<file path="src/rtl/iq_deint_pkg.sv">
package iq_deint_pkg;
   // input port organisation selected by cfg_shared
   typedef enum logic {
      PORT_DUAL   = 1'b0,
      PORT_SHARED = 1'b1
   } port_mode_e;

   // output channel indices
   localparam int CH_I   = 0;
   localparam int CH_Q   = 1;
   localparam int NUM_CH = 2;
endpackage

</file>
<file path="src/rtl/iq_cfg_watch.sv">
// Detects a change of the configuration bits between consecutive edges.
module iq_cfg_watch #(
   parameter int CFG_W = 2
) (
   input  logic             clk,
   input  logic             rst,
   input  logic [CFG_W-1:0] cfg,
   output logic             cfg_chg
);
   logic [CFG_W-1:0] cfg_prev;

   always_ff @(posedge clk) begin
      cfg_prev <= cfg;
   end

   // a reset edge re-arms the reference, so no change is reported after it
   assign cfg_chg = !rst && (cfg != cfg_prev);
endmodule

</file>
<file path="src/rtl/iq_pair_tracker.sv">
// Holding register and pairing decision for shared-bus mode.
module iq_pair_tracker #(
   parameter int WORD_W = 16
) (
   input  logic              clk,
   input  logic              rst,
   input  logic              shared_en,
   input  logic              qlead,
   input  logic              cfg_chg,
   input  logic              steer,
   input  logic [WORD_W-1:0] word,
   output logic              fire,
   output logic              err,
   output logic [WORD_W-1:0] pair_i,
   output logic [WORD_W-1:0] pair_q
);
   logic              hold_vld;
   logic [WORD_W-1:0] hold_word;
   logic              pend;
   logic              opens;

   // a configuration change discards whatever is pending
   assign pend  = hold_vld && !cfg_chg;
   // the opening steering level equals qlead
   assign opens = (steer == qlead);

   assign fire   = shared_en && !opens && pend;
   assign err    = shared_en && (opens ? pend : !pend);
   assign pair_i = steer ? word : hold_word;
   assign pair_q = steer ? hold_word : word;

   always_ff @(posedge clk) begin
      if (rst) begin
         hold_vld  <= 1'b0;
         hold_word <= '0;
      end else if (shared_en) begin
         hold_vld <= opens;
         if (opens) begin
            hold_word <= word;
         end
      end else begin
         hold_vld <= pend;
      end
   end
endmodule

</file>
<file path="src/rtl/iq_out_stage.sv">
// Registered channel outputs, valid strobe and error flag.
module iq_out_stage
   import iq_deint_pkg::*;
#(
   parameter int WORD_W = 16
) (
   input  logic              clk,
   input  logic              rst,
   input  logic              load,
   input  logic              err_in,
   input  logic [WORD_W-1:0] din [NUM_CH],
   output logic [WORD_W-1:0] dout [NUM_CH],
   output logic              vld,
   output logic              err
);
   for (genvar c = 0; c < NUM_CH; c++) begin : g_ch
      always_ff @(posedge clk) begin
         if (rst) begin
            dout[c] <= '0;
         end else if (load) begin
            dout[c] <= din[c];
         end
      end
   end

   always_ff @(posedge clk) begin
      if (rst) begin
         vld <= 1'b0;
         err <= 1'b0;
      end else begin
         vld <= load;
         err <= err_in;
      end
   end
endmodule

</file>
<file path="src/rtl/iq_deint_port.sv">
module iq_deint_port
   import iq_deint_pkg::*;
#(
   parameter int WORD_W = 16
) (
   input  logic              clk,
   input  logic              rst,
   input  logic              cfg_shared,
   input  logic              cfg_qlead,
   input  logic              steer,
   input  logic [WORD_W-1:0] bus_a,
   input  logic [WORD_W-1:0] bus_b,
   output logic [WORD_W-1:0] ch_i,
   output logic [WORD_W-1:0] ch_q,
   output logic              out_vld,
   output logic              pair_err
);
   localparam int CFG_W = 2;

   if (WORD_W < 2) begin : g_bad_width
      $error("iq_deint_port: WORD_W must be at least 2");
   end

   port_mode_e        mode;
   logic              cfg_chg;
   logic              sh_fire, sh_err, dual_fire, load;
   logic [WORD_W-1:0] sh_i, sh_q;
   logic [WORD_W-1:0] din  [NUM_CH];
   logic [WORD_W-1:0] dout [NUM_CH];

   assign mode = port_mode_e'(cfg_shared);

   iq_cfg_watch #(.CFG_W(CFG_W)) u_watch (
      .clk     (clk),
      .rst     (rst),
      .cfg     ({cfg_shared, cfg_qlead}),
      .cfg_chg (cfg_chg)
   );

   iq_pair_tracker #(.WORD_W(WORD_W)) u_pair (
      .clk       (clk),
      .rst       (rst),
      .shared_en (mode == PORT_SHARED),
      .qlead     (cfg_qlead),
      .cfg_chg   (cfg_chg),
      .steer     (steer),
      .word      (bus_a),
      .fire      (sh_fire),
      .err       (sh_err),
      .pair_i    (sh_i),
      .pair_q    (sh_q)
   );

   // in dual-bus mode the steering input acts as datapath enable
   assign dual_fire = (mode == PORT_DUAL) && steer;
   assign load      = dual_fire || sh_fire;

   always_comb begin
      if (mode == PORT_DUAL) begin
         din[CH_I] = bus_a;
         din[CH_Q] = bus_b;
      end else begin
         din[CH_I] = sh_i;
         din[CH_Q] = sh_q;
      end
   end

   iq_out_stage #(.WORD_W(WORD_W)) u_out (
      .clk    (clk),
      .rst    (rst),
      .load   (load),
      .err_in (sh_err),
      .din    (din),
      .dout   (dout),
      .vld    (out_vld),
      .err    (pair_err)
   );

   assign ch_i = dout[CH_I];
   assign ch_q = dout[CH_Q];
endmodule

</file>
<file path="config.mk">
export PLATFORM = sky130hd
export DESIGN_NAME = iq_deint_port
export DESIGN_NICKNAME = d
export VERILOG_FILES = /design/src/rtl/iq_deint_pkg.sv /design/src/rtl/iq_cfg_watch.sv /design/src/rtl/iq_pair_tracker.sv /design/src/rtl/iq_out_stage.sv /design/src/rtl/iq_deint_port.sv
export SDC_FILE = /design/constraint.sdc
export NUM_CORES = 1
export LEC_CHECK = 0
export ABC_CLOCK_PERIOD_IN_PS = 1850
export BUFFER_PORTS_ARGS = -buffer_cell sky130_fd_sc_hd__buf_2
export CORE_MARGIN = 3
export CORE_UTILIZATION = 50
export CTS_CLUSTER_DIAMETER = 100
export DETAILED_ROUTE_END_ITERATION = 8
export GPL_TIMING_DRIVEN = 0
export PLACE_DENSITY = 0.84
export SLEW_MARGIN = 20
export SYNTH_ARGS = -nofsm -noshare
export SYNTH_HDL_FRONTEND = slang
export SYNTH_HIERARCHICAL = 1
export SYNTH_SLANG_ARGS = --single-unit
</file>
<file path="constraint.sdc">
create_clock -name clk -period 1.85 [get_ports clk]
set_input_delay 0.37 -clock clk [delete_from_list [all_inputs] [get_ports clk]]
set_output_delay 0.37 -clock clk [all_outputs]
set_load 0.02 [all_outputs]
</file>
==> results of run 1 <==
-- how the worst max path moves through the flow --
| stage | start | to | cells after the start |
|---|---|---|---|
| after floorplan | steer | u_out/dout[10]$_SDFFE_PP0P_ | 9 |
| after detailed placement | steer | u_out/dout[14]$_SDFFE_PP0P_ | 10 |
| after global placement | steer | u_out/dout[18]$_SDFFE_PP0P_ | 10 |
| after CTS | u_watch/cfg_prev[0]$_DFF_P_ | u_out/dout[30]$_SDFFE_PP0P_ | 9 |
| final | u_watch/cfg_prev[0]$_DFF_P_ | u_out/dout[30]$_SDFFE_PP0P_ | 9 |
| after global routing | u_watch/cfg_prev[0]$_DFF_P_ | u_out/dout[3]$_SDFFE_PP0P_ | 9 |
-- report_power, final --
| part | internal (mW) | total, mW | leakage [nW] | switching, mW |
|---|---|---|---|---|
| clock network | 0.264 | 0.643 | 0.0450 | 0.379 |
| registers | 1.21 | 1.24 | 0.434 | 0.0360 |
| logic | 0.349 | 0.663 | 1.25 | 0.314 |
| total | 1.82 | 2.55 | 1.73 | 0.729 |
-- stage by stage --
step                      cells  hold WS [ps]  setup slack [ps]
after detailed placement    413           471              -133
after CTS                   421           214              69.9
after floorplan             268           398               142
after global placement      413           464             -74.1
after global routing        422           215              21.5
final                       422           222               142
-- per-layer routing --
layer | vias to the layer above | global-route usage, % | share of wire [%]
met5 | - | 0 | 0
met4 | 0 | 7.05 | 2.0
met3 | 12 | 2.82 | 4.6
met2 | 58 | 32.3 | 50
met1 | 1048 | 24.7 | 43
li1 | 1099 | - | -
-- cell type report --
| class | instances | area share, % |
|---|---|---|
| well taps | 75 | 2.57 |
| clock buffers | 6 | 1.98 |
| inverters | 1 | 0.103 |
| multi-input cells | 190 | 49.4 |
| plain buffers | 24 | 6.84 |
| repair buffers | 71 | 9.78 |
| flip-flops and latches | 53 | 29.0 |
| clock inverters | 2 | 0.274 |
-- cells in the final DEF (no fill, tap or decap) --
master / Yosys / routed
dfxtp_1: 53 / 53
and2_4: 1 / 1
inv_1: 1 / 1
and3b_1: 1 / 1
nor2b_2: 0 / 1
o21ai_1: 6 / 6
and2_1: 1 / 1
mux2i_1: 33 / 32
clkbuf_8: 0 / 5
nand2b_1: 16 / 16
nor2_1: 33 / 33
buf_6: 5 / 5
xnor2_2: 1 / 1
o21ai_2: 10 / 10
xnor2_1: 3 / 3
buf_12: 7 / 7
mux2_2: 35 / 35
clkinv_2: 0 / 2
clkbuf_1: 5 / 6
a21oi_1: 1 / 1
mux2_4: 29 / 29
a21o_1: 1 / 1
nand4b_1: 6 / 6
nand4b_2: 10 / 10
mux2i_2: 0 / 1
buf_4: 0 / 1
buf_2: 7 / 77
nor2b_1: 3 / 2
-- cell families after synthesis --
group | Yosys count | synth area share, %
multiplexers | 97 | 37.2
AND/OR/NAND/NOR | 71 | 15.1
flip-flops | 53 | 34.0
buffers and inverters | 25 | 8.15
AO/OA/AOI/OAI | 18 | 4.17
XOR/XNOR | 4 | 1.37
-- state kept, by name, summed over array words and instances (netlist names) --
name	flops
u_out/dout	32
u_out/err	1
u_out/vld	1
u_pair/hold_word	16
u_watch/cfg_prev	2
u_pair/hold_vld	1
-- timing repair --
action	4_1_cts	5_1_grt
resized for setup	0	2
hold buffers	0	0
setup buffers	0	1
endpoints found under the setup margin	0	29
-- worst max-delay path, delay by kind of cell (launching register included) --
family,cells,cell delay (ps)
and+or+nand+nor,3,380
DFF,1,320
buffers and inverters,2,310
AOI/OAI and AO/OA,2,210
muxes,1,210
xor gates and xnor gates,1,160
==> results.ini, run 1 <==
[die]
start_util_pct = 52.0
die_h_um = 85.0
io_pins = 71
core_area_um2 = 5990
die_w_um = 85.0
num_rows = 28
dieArea_um2 = 7220

[sta]
finalSetupViolCount = 0
rsz0062_at_grt = false
tightest_slew_ps = 492
finalCritPeriodShare_pct = 92.3
fin_crit_ps = 1710
fmax_ghz = 0.585
relSlewSlack_pct = 67.2
clock_skew_ps = 9.15
finalMaxSlewViolations = 0
fin_tns_setup_ps = 0
hold_viol_final = 0

[yosys]
synth_top_area_share_pct = 34.0
synth.area.top_cells = dfxtp_1, mux2_4, mux2_2, mux2i_1, nand4b_2
synth_edf_count = 0
async_flop_share_pct = 0
synthCells = 268
seq_area_frac_synth_pct = 34.0
synth-seq-cells = 53
yosys_warnings = 6
avgSynthCellArea_um2 = 11.6
ys.flop_type = dfxtp_1
synth_nets = 305
synth_top_cells_by_count = dfxtp_1, mux2_2, mux2i_1, nor2_1, mux2_4
synth_area_leader_cell = dfxtp_1
synth.most_common_cell = dfxtp_1
synth.cell_area_um2 = 3120
ys_types = 23

[critical_path]
cp.required_ps = 2030
rr_worst_depth = 9
critPathKind = reg2reg
worstReg2RegStart = u_watch/cfg_prev[0]$_DFF_P_
path_max_fanout = 10
worstSetupStartpointType = flop
reg2reg_slack_ps = 140
cp.arrival_ps = 1890
slowest_delay_ps = 320
cp_slowest_cell = dfxtp_1
reg2reg_to = u_out/dout[30]$_SDFFE_PP0P_
endpoint_kind = flop
cp_cell_sequence = xnor2_1 -> a21oi_1 -> nor2b_2 -> and3b_1 -> a21o_1 -> buf_6 -> buf_12 -> mux2i_1 -> nor2_1

[clocking]
insertion_delay_ps = 310
cts_buffers = 5
cts.sinks = 53
htreeDepth = 2
clk_pin_slew_worst_paths_ps = 100
cts_max_path_buffers = 2
tritoncts = yes
root_buffer = clkbuf_8

[min_path]
holdPathStages = 1
hold_class = in2reg
hold-path-endpoint = u_watch/cfg_prev[0]$_DFF_P_
hold_start = cfg_qlead

[routing]
avgRoutedWirePerCell_um = 16.2
vias = 2217
drtIter0Drc = 76
first_pass_iters = 4
vias_per_cell = 5.25
final_antenna_net_count = 0
drcViolationCount = 0
wl_mm = 6.82

[placed_design]
gp_congestion = 0.827
postPlaceCellArea_um2 = 3560
dp_hpwl_mm = 5.24
port_buffers = 70

[power]
p_leak_nw = 1.73
ir_drop_uv = 496
power_density_nw_per_um2 = 697
fin_total_pwr_mw = 2.55

[global_routing]
grt_pass1_wl_mm = 11.0
grt_pass1_vias = 2230
grt-ovfl-total = 0
antenna_found_initial = 0
grt_max_degree = 16
grt_usage_pct = 19.1

[finish]
fill_cells = 505
nNetsFinal = 383
design_area_um2 = 3660
seqCellArea_um2 = 1060
drive_gt1_share_pct = 53.3
area_growth_syn_to_layout_pct = 17.3
diodes = 0
multi_input_area_um2 = 1810
postLayoutCoreUtil_pct = 61.0

[run_status]
outcome = completed

[flow_run]
maxCapViolCount = 0

No activity file was read; power rests on OpenSTA's default activity.
==> inputs of run 2 (changes only) <==
--- a/config.mk
+++ b/config.mk
@@ -7,7 +7,6 @@
 export LEC_CHECK = 0
 export ABC_CLOCK_PERIOD_IN_PS = 1850
 export BUFFER_PORTS_ARGS = -buffer_cell sky130_fd_sc_hd__buf_2
-export CORE_MARGIN = 3
 export CORE_UTILIZATION = 50
 export CTS_CLUSTER_DIAMETER = 100
 export DETAILED_ROUTE_END_ITERATION = 8
==> results.ini, run 2 (synthesis results as in run 1) <==
[sta]
relSlewSlack_pct = 67.7  ; +0.49 points
finalMaxSlewViolations = 0  ; unchanged
fin_crit_ps = 1730  ; +22.5 ps
finalCritPeriodShare_pct = 93.5  ; +1.2 points
rsz0062_at_grt = false
clock_skew_ps = 5.07  ; -4.08 ps
fin_tns_setup_ps = 0  ; unchanged
tightest_slew_ps = 484  ; -7.28 ps
hold_viol_final = 0  ; unchanged
fmax_ghz = 0.578  ; -1.3%
finalSetupViolCount = 0  ; unchanged

[routing]
avgRoutedWirePerCell_um = 15.7  ; -2.6%
vias_per_cell = 5.35  ; +1.9%
drtIter0Drc = 84  ; +11%
vias = 2253  ; +1.6%
drcViolationCount = 0  ; unchanged
first_pass_iters = 5  ; +1
final_antenna_net_count = 0  ; unchanged
wl_mm = 6.63  ; -2.8%

[clocking]
tritoncts = yes
htreeDepth = 2  ; unchanged
cts_max_path_buffers = 2  ; unchanged
cts_buffers = 5  ; unchanged
root_buffer = clkbuf_8
clk_pin_slew_worst_paths_ps = 90  ; about the same
cts.sinks = 53  ; unchanged
insertion_delay_ps = 300  ; about the same

[die]
start_util_pct = 52.3  ; +0.31 points
core_area_um2 = 5960  ; -0.58%
num_rows = 28  ; unchanged
die_w_um = 81.0  ; -4.7%
die_h_um = 81.0  ; -4.7%
io_pins = 71  ; unchanged
dieArea_um2 = 6550  ; -9.2%

[power]
p_leak_nw = 1.73  ; +0.51%
power_density_nw_per_um2 = 739  ; +6.1%
ir_drop_uv = 398  ; -20%
fin_total_pwr_mw = 2.72  ; +6.7%

[min_path]
hold-path-endpoint = u_watch/cfg_prev[0]$_DFF_P_
hold_class = in2reg
holdPathStages = 1  ; unchanged
hold_start = cfg_qlead

[placed_design]
gp_congestion = 0.822  ; -0.70%
port_buffers = 70  ; unchanged
dp_hpwl_mm = 4.95  ; -5.6%

[critical_path]
endpoint_kind = flop
crit_family = simple AND/OR/NAND/NOR gates
path_max_fanout = 10  ; unchanged
rr_worst_depth = 9  ; unchanged
cp_slowest_cell = dfxtp_1
slowest_delay_ps = 320  ; about the same
cp.arrival_ps = 1910  ; +20 ps
worstSetupStartpointType = flop
crit_buf_inv = 2  ; unchanged
cp_cell_sequence = xnor2_1 -> a21oi_1 -> nor2b_2 -> and3b_1 -> a21o_1 -> buf_6 -> buf_12 -> mux2i_1 -> nor2_1
reg2reg_to = u_out/dout[12]$_SDFFE_PP0P_
worstReg2RegStart = u_watch/cfg_prev[0]$_DFF_P_
reg2reg_slack_ps = 120  ; -20 ps
critPathKind = reg2reg
cp.required_ps = 2030  ; about the same

[finish]
multi_input_area_um2 = 1800  ; -0.21%
nNetsFinal = 382  ; -0.26%
largestRegisters = u_out/dout: 32 flops, u_pair/hold_word: 16 flops, u_watch/cfg_prev: 2 flops
area_growth_syn_to_layout_pct = 18.1
diodes = 0  ; unchanged
fill_cells = 516  ; +2.2%
top_register = u_out/dout
final_cell_mix = buf_2, dfxtp_1, mux2_2
seqCellArea_um2 = 1060  ; unchanged
drive_gt1_share_pct = 52.9  ; -0.42 points
largest_reg_flops = 32  ; unchanged
layout_commonest_cell = buf_2

[global_routing]
grt-ovfl-total = 0  ; unchanged
grt_pass1_vias = 2172  ; -2.6%
grt_pass1_wl_mm = 10.4  ; -5.0%
grt_max_degree = 16  ; unchanged
antenna_found_initial = 0  ; unchanged
grt_usage_pct = 21.1  ; +2.0 points

[run_status]
outcome = completed

[flow_run]
maxCapViolCount = 0  ; unchanged

-- run 2: changes by cell type in the layout (fill, tap and decap cells not counted) --
cell | before | now
bufinv_16 | 0 | 1
mux2i_1 | 32 | 33
buf_4 | 1 | 0
clkinv_2 | 2 | 0
mux2i_2 | 1 | 0
clkbuf_8 | 5 | 6
-- run 2: routing by layer --
metal | GRT usage (%) | vias to the layer above | share of wire (%)
li1 | - | 1095 | -
met1 | 25.5 | 1061 | 42
met2 | 38.1 | 88 | 50
met3 | 3.60 | 9 | 6.5
met4 | 6.07 | 0 | 1.1
met5 | 0 | - | 0
-- run 2: cell type report --
type                    count  share of cell area [%]
multi-input cells         190                    49.0
flip-flops and latches     53                    28.8
repair buffers             70                    9.52
plain buffers              24                    6.80
well taps                  75                    2.55
clock buffers               7                    2.35
clock inverters             1                   0.816
inverters                   1                   0.102
-- run 2: worst max path at each step --
stage	from	end	depth (start not counted)
floorplan	steer	u_out/dout[10]$_SDFFE_PP0P_	9
global placement	steer	u_out/dout[22]$_SDFFE_PP0P_	10
detailed placement	steer	u_out/dout[12]$_SDFFE_PP0P_	10
CTS	u_watch/cfg_prev[0]$_DFF_P_	u_out/dout[12]$_SDFFE_PP0P_	9
global route	u_watch/cfg_prev[0]$_DFF_P_	u_out/dout[12]$_SDFFE_PP0P_	9
finish	u_watch/cfg_prev[0]$_DFF_P_	u_out/dout[12]$_SDFFE_PP0P_	9
-- run 2: power by group --
group	switching [mW]	leakage, nW	internal, mW
combinational	0.311	1.24	0.346
sequential	0.0352	0.434	1.21
clock	0.378	0.0585	0.442
total	0.724	1.73	2.00
-- run 2: what timing repair did --
action | CTS | global route
setup endpoints to repair | 0 | 23
setup buffers | 0 | 0
hold buffers | 0 | 0
gates resized for setup | 0 | 1
-- run 2: worst register-to-register path, cell delays in order (launching register included) --
cell	delay, ps
dfxtp_1	320
xnor2_1	150
a21oi_1	100
nor2b_2	160
and3b_1	180
a21o_1	100
buf_6	160
buf_12	160
mux2i_1	220
nor2_1	60
-- run 2: metrics by stage --
stage	util, %	setup slack (ps)	instance area [um^2]	hold WS (ps)	instances
2_1_floorplan	-	142	3120	398	268
3_3_place_gp	59.8	-80.5	3560	462	413
3_5_place_dp	59.8	-140	3560	470	413
4_1_cts	61.7	82.1	3680	224	421
5_1_grt	61.8	12.7	3680	214	421
6_report	61.8	119	3680	227	421
==> inputs of run 3 (changes only) <==
--- a/config.mk
+++ b/config.mk
@@ -7,11 +7,11 @@
 export LEC_CHECK = 0
 export ABC_CLOCK_PERIOD_IN_PS = 1850
 export BUFFER_PORTS_ARGS = -buffer_cell sky130_fd_sc_hd__buf_2
-export CORE_UTILIZATION = 50
+export CORE_UTILIZATION = 47
 export CTS_CLUSTER_DIAMETER = 100
 export DETAILED_ROUTE_END_ITERATION = 8
 export GPL_TIMING_DRIVEN = 0
-export PLACE_DENSITY = 0.84
+export PLACE_DENSITY = 0.8
 export SLEW_MARGIN = 20
 export SYNTH_ARGS = -nofsm -noshare
 export SYNTH_HDL_FRONTEND = slang
==> results.ini, run 3 (synthesis results as in run 1) <==
[run_status]
outcome = completed

[routing]
wl_mm = 7.01  ; +5.7%
vias = 2242  ; -0.49%
vias_per_cell = 5.29  ; -1.2%
drcViolationCount = 0  ; unchanged
drtIter0Drc = 97  ; +15%
final_antenna_net_count = 0  ; unchanged
avgRoutedWirePerCell_um = 16.5  ; +5.0%
first_pass_iters = 4  ; -1

[sta]
clock_skew_ps = 1.66  ; -3.41 ps
rsz0062_at_grt = false
relSlewSlack_pct = 59.5  ; -8.2 points
tightest_slew_ps = 608  ; +123 ps
fin_crit_ps = 1700  ; -32.7 ps
finalSetupViolCount = 0  ; unchanged
finalMaxSlewViolations = 0  ; unchanged
fmax_ghz = 0.589  ; +1.9%
hold_viol_final = 0  ; unchanged
finalCritPeriodShare_pct = 91.8  ; -1.8 points

[die]
die_h_um = 83.4  ; +3.1%
io_pins = 71  ; unchanged
num_rows = 29  ; +3.6%
dieArea_um2 = 6960  ; +6.2%
die_w_um = 83.4  ; +3.1%
core_area_um2 = 6390  ; +7.2%
start_util_pct = 48.8  ; -3.5 points

[finish]
final_cells = 424  ; +0.71%
diodes = 0  ; unchanged
nNetsFinal = 383  ; +0.26%
design_area_um2 = 3700  ; +0.48%
final_cell_mix = buf_2, dfxtp_1, mux2_2
largest_reg_flops = 32  ; unchanged
postLayoutCoreUtil_pct = 57.9  ; -3.9 points
top_register = u_out/dout
area_growth_syn_to_layout_pct = 18.6
largestRegisters = u_out/dout: 32 flops, u_pair/hold_word: 16 flops, u_watch/cfg_prev: 2 flops
layout_commonest_cell = buf_2
drive_gt1_share_pct = 53.6  ; +0.71 points

[clocking]
cts_buffers = 5  ; unchanged
cts_max_path_buffers = 2  ; unchanged
cts.sinks = 53  ; unchanged
tritoncts = yes
ctsHoldBuffers = 0  ; unchanged
insertion_delay_ps = 310  ; about the same
clk_pin_slew_worst_paths_ps = 100  ; about the same
htreeDepth = 2  ; unchanged
root_buffer = clkbuf_8

[power]
power_density_nw_per_um2 = 742  ; +0.44%
p_leak_nw = 1.74  ; +0.19%
ir_drop_uv = 504  ; +27%

[flow_run]
maxCapViolCount = 0  ; unchanged

[global_routing]
grt_max_degree = 17  ; +1
grt_pass1_vias = 2319  ; +6.8%
grt-ovfl-total = 0  ; unchanged
grt_pass1_wl_mm = 11.6  ; +11%
antenna_found_initial = 0  ; unchanged
grt_usage_pct = 21.2  ; +0.13 points

[critical_path]
path_max_fanout = 10  ; unchanged
worstSetupStartpointType = flop
cp.required_ps = 2040  ; about the same
critPathKind = reg2reg
cp.arrival_ps = 1880  ; -30 ps
endpoint_kind = flop

[placed_design]
dp_hpwl_mm = 4.99  ; +0.86%
port_buffers = 70  ; unchanged
postPlaceCellArea_um2 = 3560  ; about the same
gp_congestion = 0.809  ; -1.5%
dpl.cell_count = 415  ; +0.48%

[min_path]
hold_class = in2reg

==> run 3: changes by cell type in the layout (fill, tap and decap cells not counted) <==
cell,previous run,this run
buf_4,0,1
mux2i_2,0,1
clkbuf_1,6,5
mux2i_1,33,32
clkinvlp_4,0,1
==> run 3: per-layer routing <==
layer / global-route usage (%) / up-vias / part of all wire [%]
li1: - / 1105 / -
met1: 27.1 / 1078 / 47
met2: 37.2 / 53 / 48
met3: 4.27 / 6 / 3.8
met4: 4.47 / 0 / 0.81
met5: 0 / - / 0
==> run 3: final cells by class <==
| class | count | area, um^2 |
|---|---|---|
| Clock buffer | 6 | 82.6 |
| Tap cell | 77 | 96.3 |
| Sequential cell | 53 | 1060 |
| Timing Repair Buffer | 71 | 358 |
| Multi-Input combinational cell | 190 | 1810 |
| Fill cell | 579 | 2690 |
| Clock inverter | 2 | 37.5 |
| Inverter | 1 | 3.75 |
| Buffer | 24 | 250 |
==> run 3: repair_timing <==
| item | in CTS | in global routing |
|---|---|---|
| setup endpoints to repair | 0 | 23 |
| gates resized for setup | 0 | 2 |
| setup buffers | 0 | 1 |
==> run 3: metrics by stage <==
| step | hold slack [ps] | setup slack (ps) | total power, mW | setup TNS, ps |
|---|---|---|---|---|
| 2_1_floorplan | 398 | 142 | 1.75 | 0 |
| 4_1_cts | 225 | 65.4 | 2.77 | 0 |
| 3_5_place_dp | 469 | -172 | 1.93 | -3900 |
| 6_report | 236 | 152 | 2.74 | 0 |
| 3_3_place_gp | 462 | -103 | 1.91 | -2620 |
| 5_1_grt | 216 | 30.0 | 2.88 | 0 |
==> run 3: power by group <==
group | switching (mW) | internal [mW]
clock network | 0.396 | 0.441
logic | 0.315 | 0.349
registers | 0.0360 | 1.21
==> run 3: critical path, stage by stage (launching register included) <==
cell     delay, ps
dfxtp_1        320
xnor2_1        150
a21oi_1         90
nor2b_2        170
and3b_1        170
a21o_1         100
buf_6          140
buf_12         150
mux2i_2        220
nor2_1          50
==> run 3: worst paths after layout <==
path / start / end / slack (ps) / cells past startpoint
min reg2reg: u_pair/hold_word[6]$_SDFFE_PP0P_ / u_pair/hold_word[6]$_SDFFE_PP0P_ / 490 / 2
max reg2reg: u_watch/cfg_prev[0]$_DFF_P_ / u_out/dout[11]$_SDFFE_PP0P_ / 150 / 9
min: cfg_shared / u_watch/cfg_prev[1]$_DFF_P_ / 240 / 1
max: u_watch/cfg_prev[0]$_DFF_P_ / u_out/dout[11]$_SDFFE_PP0P_ / 150 / 9
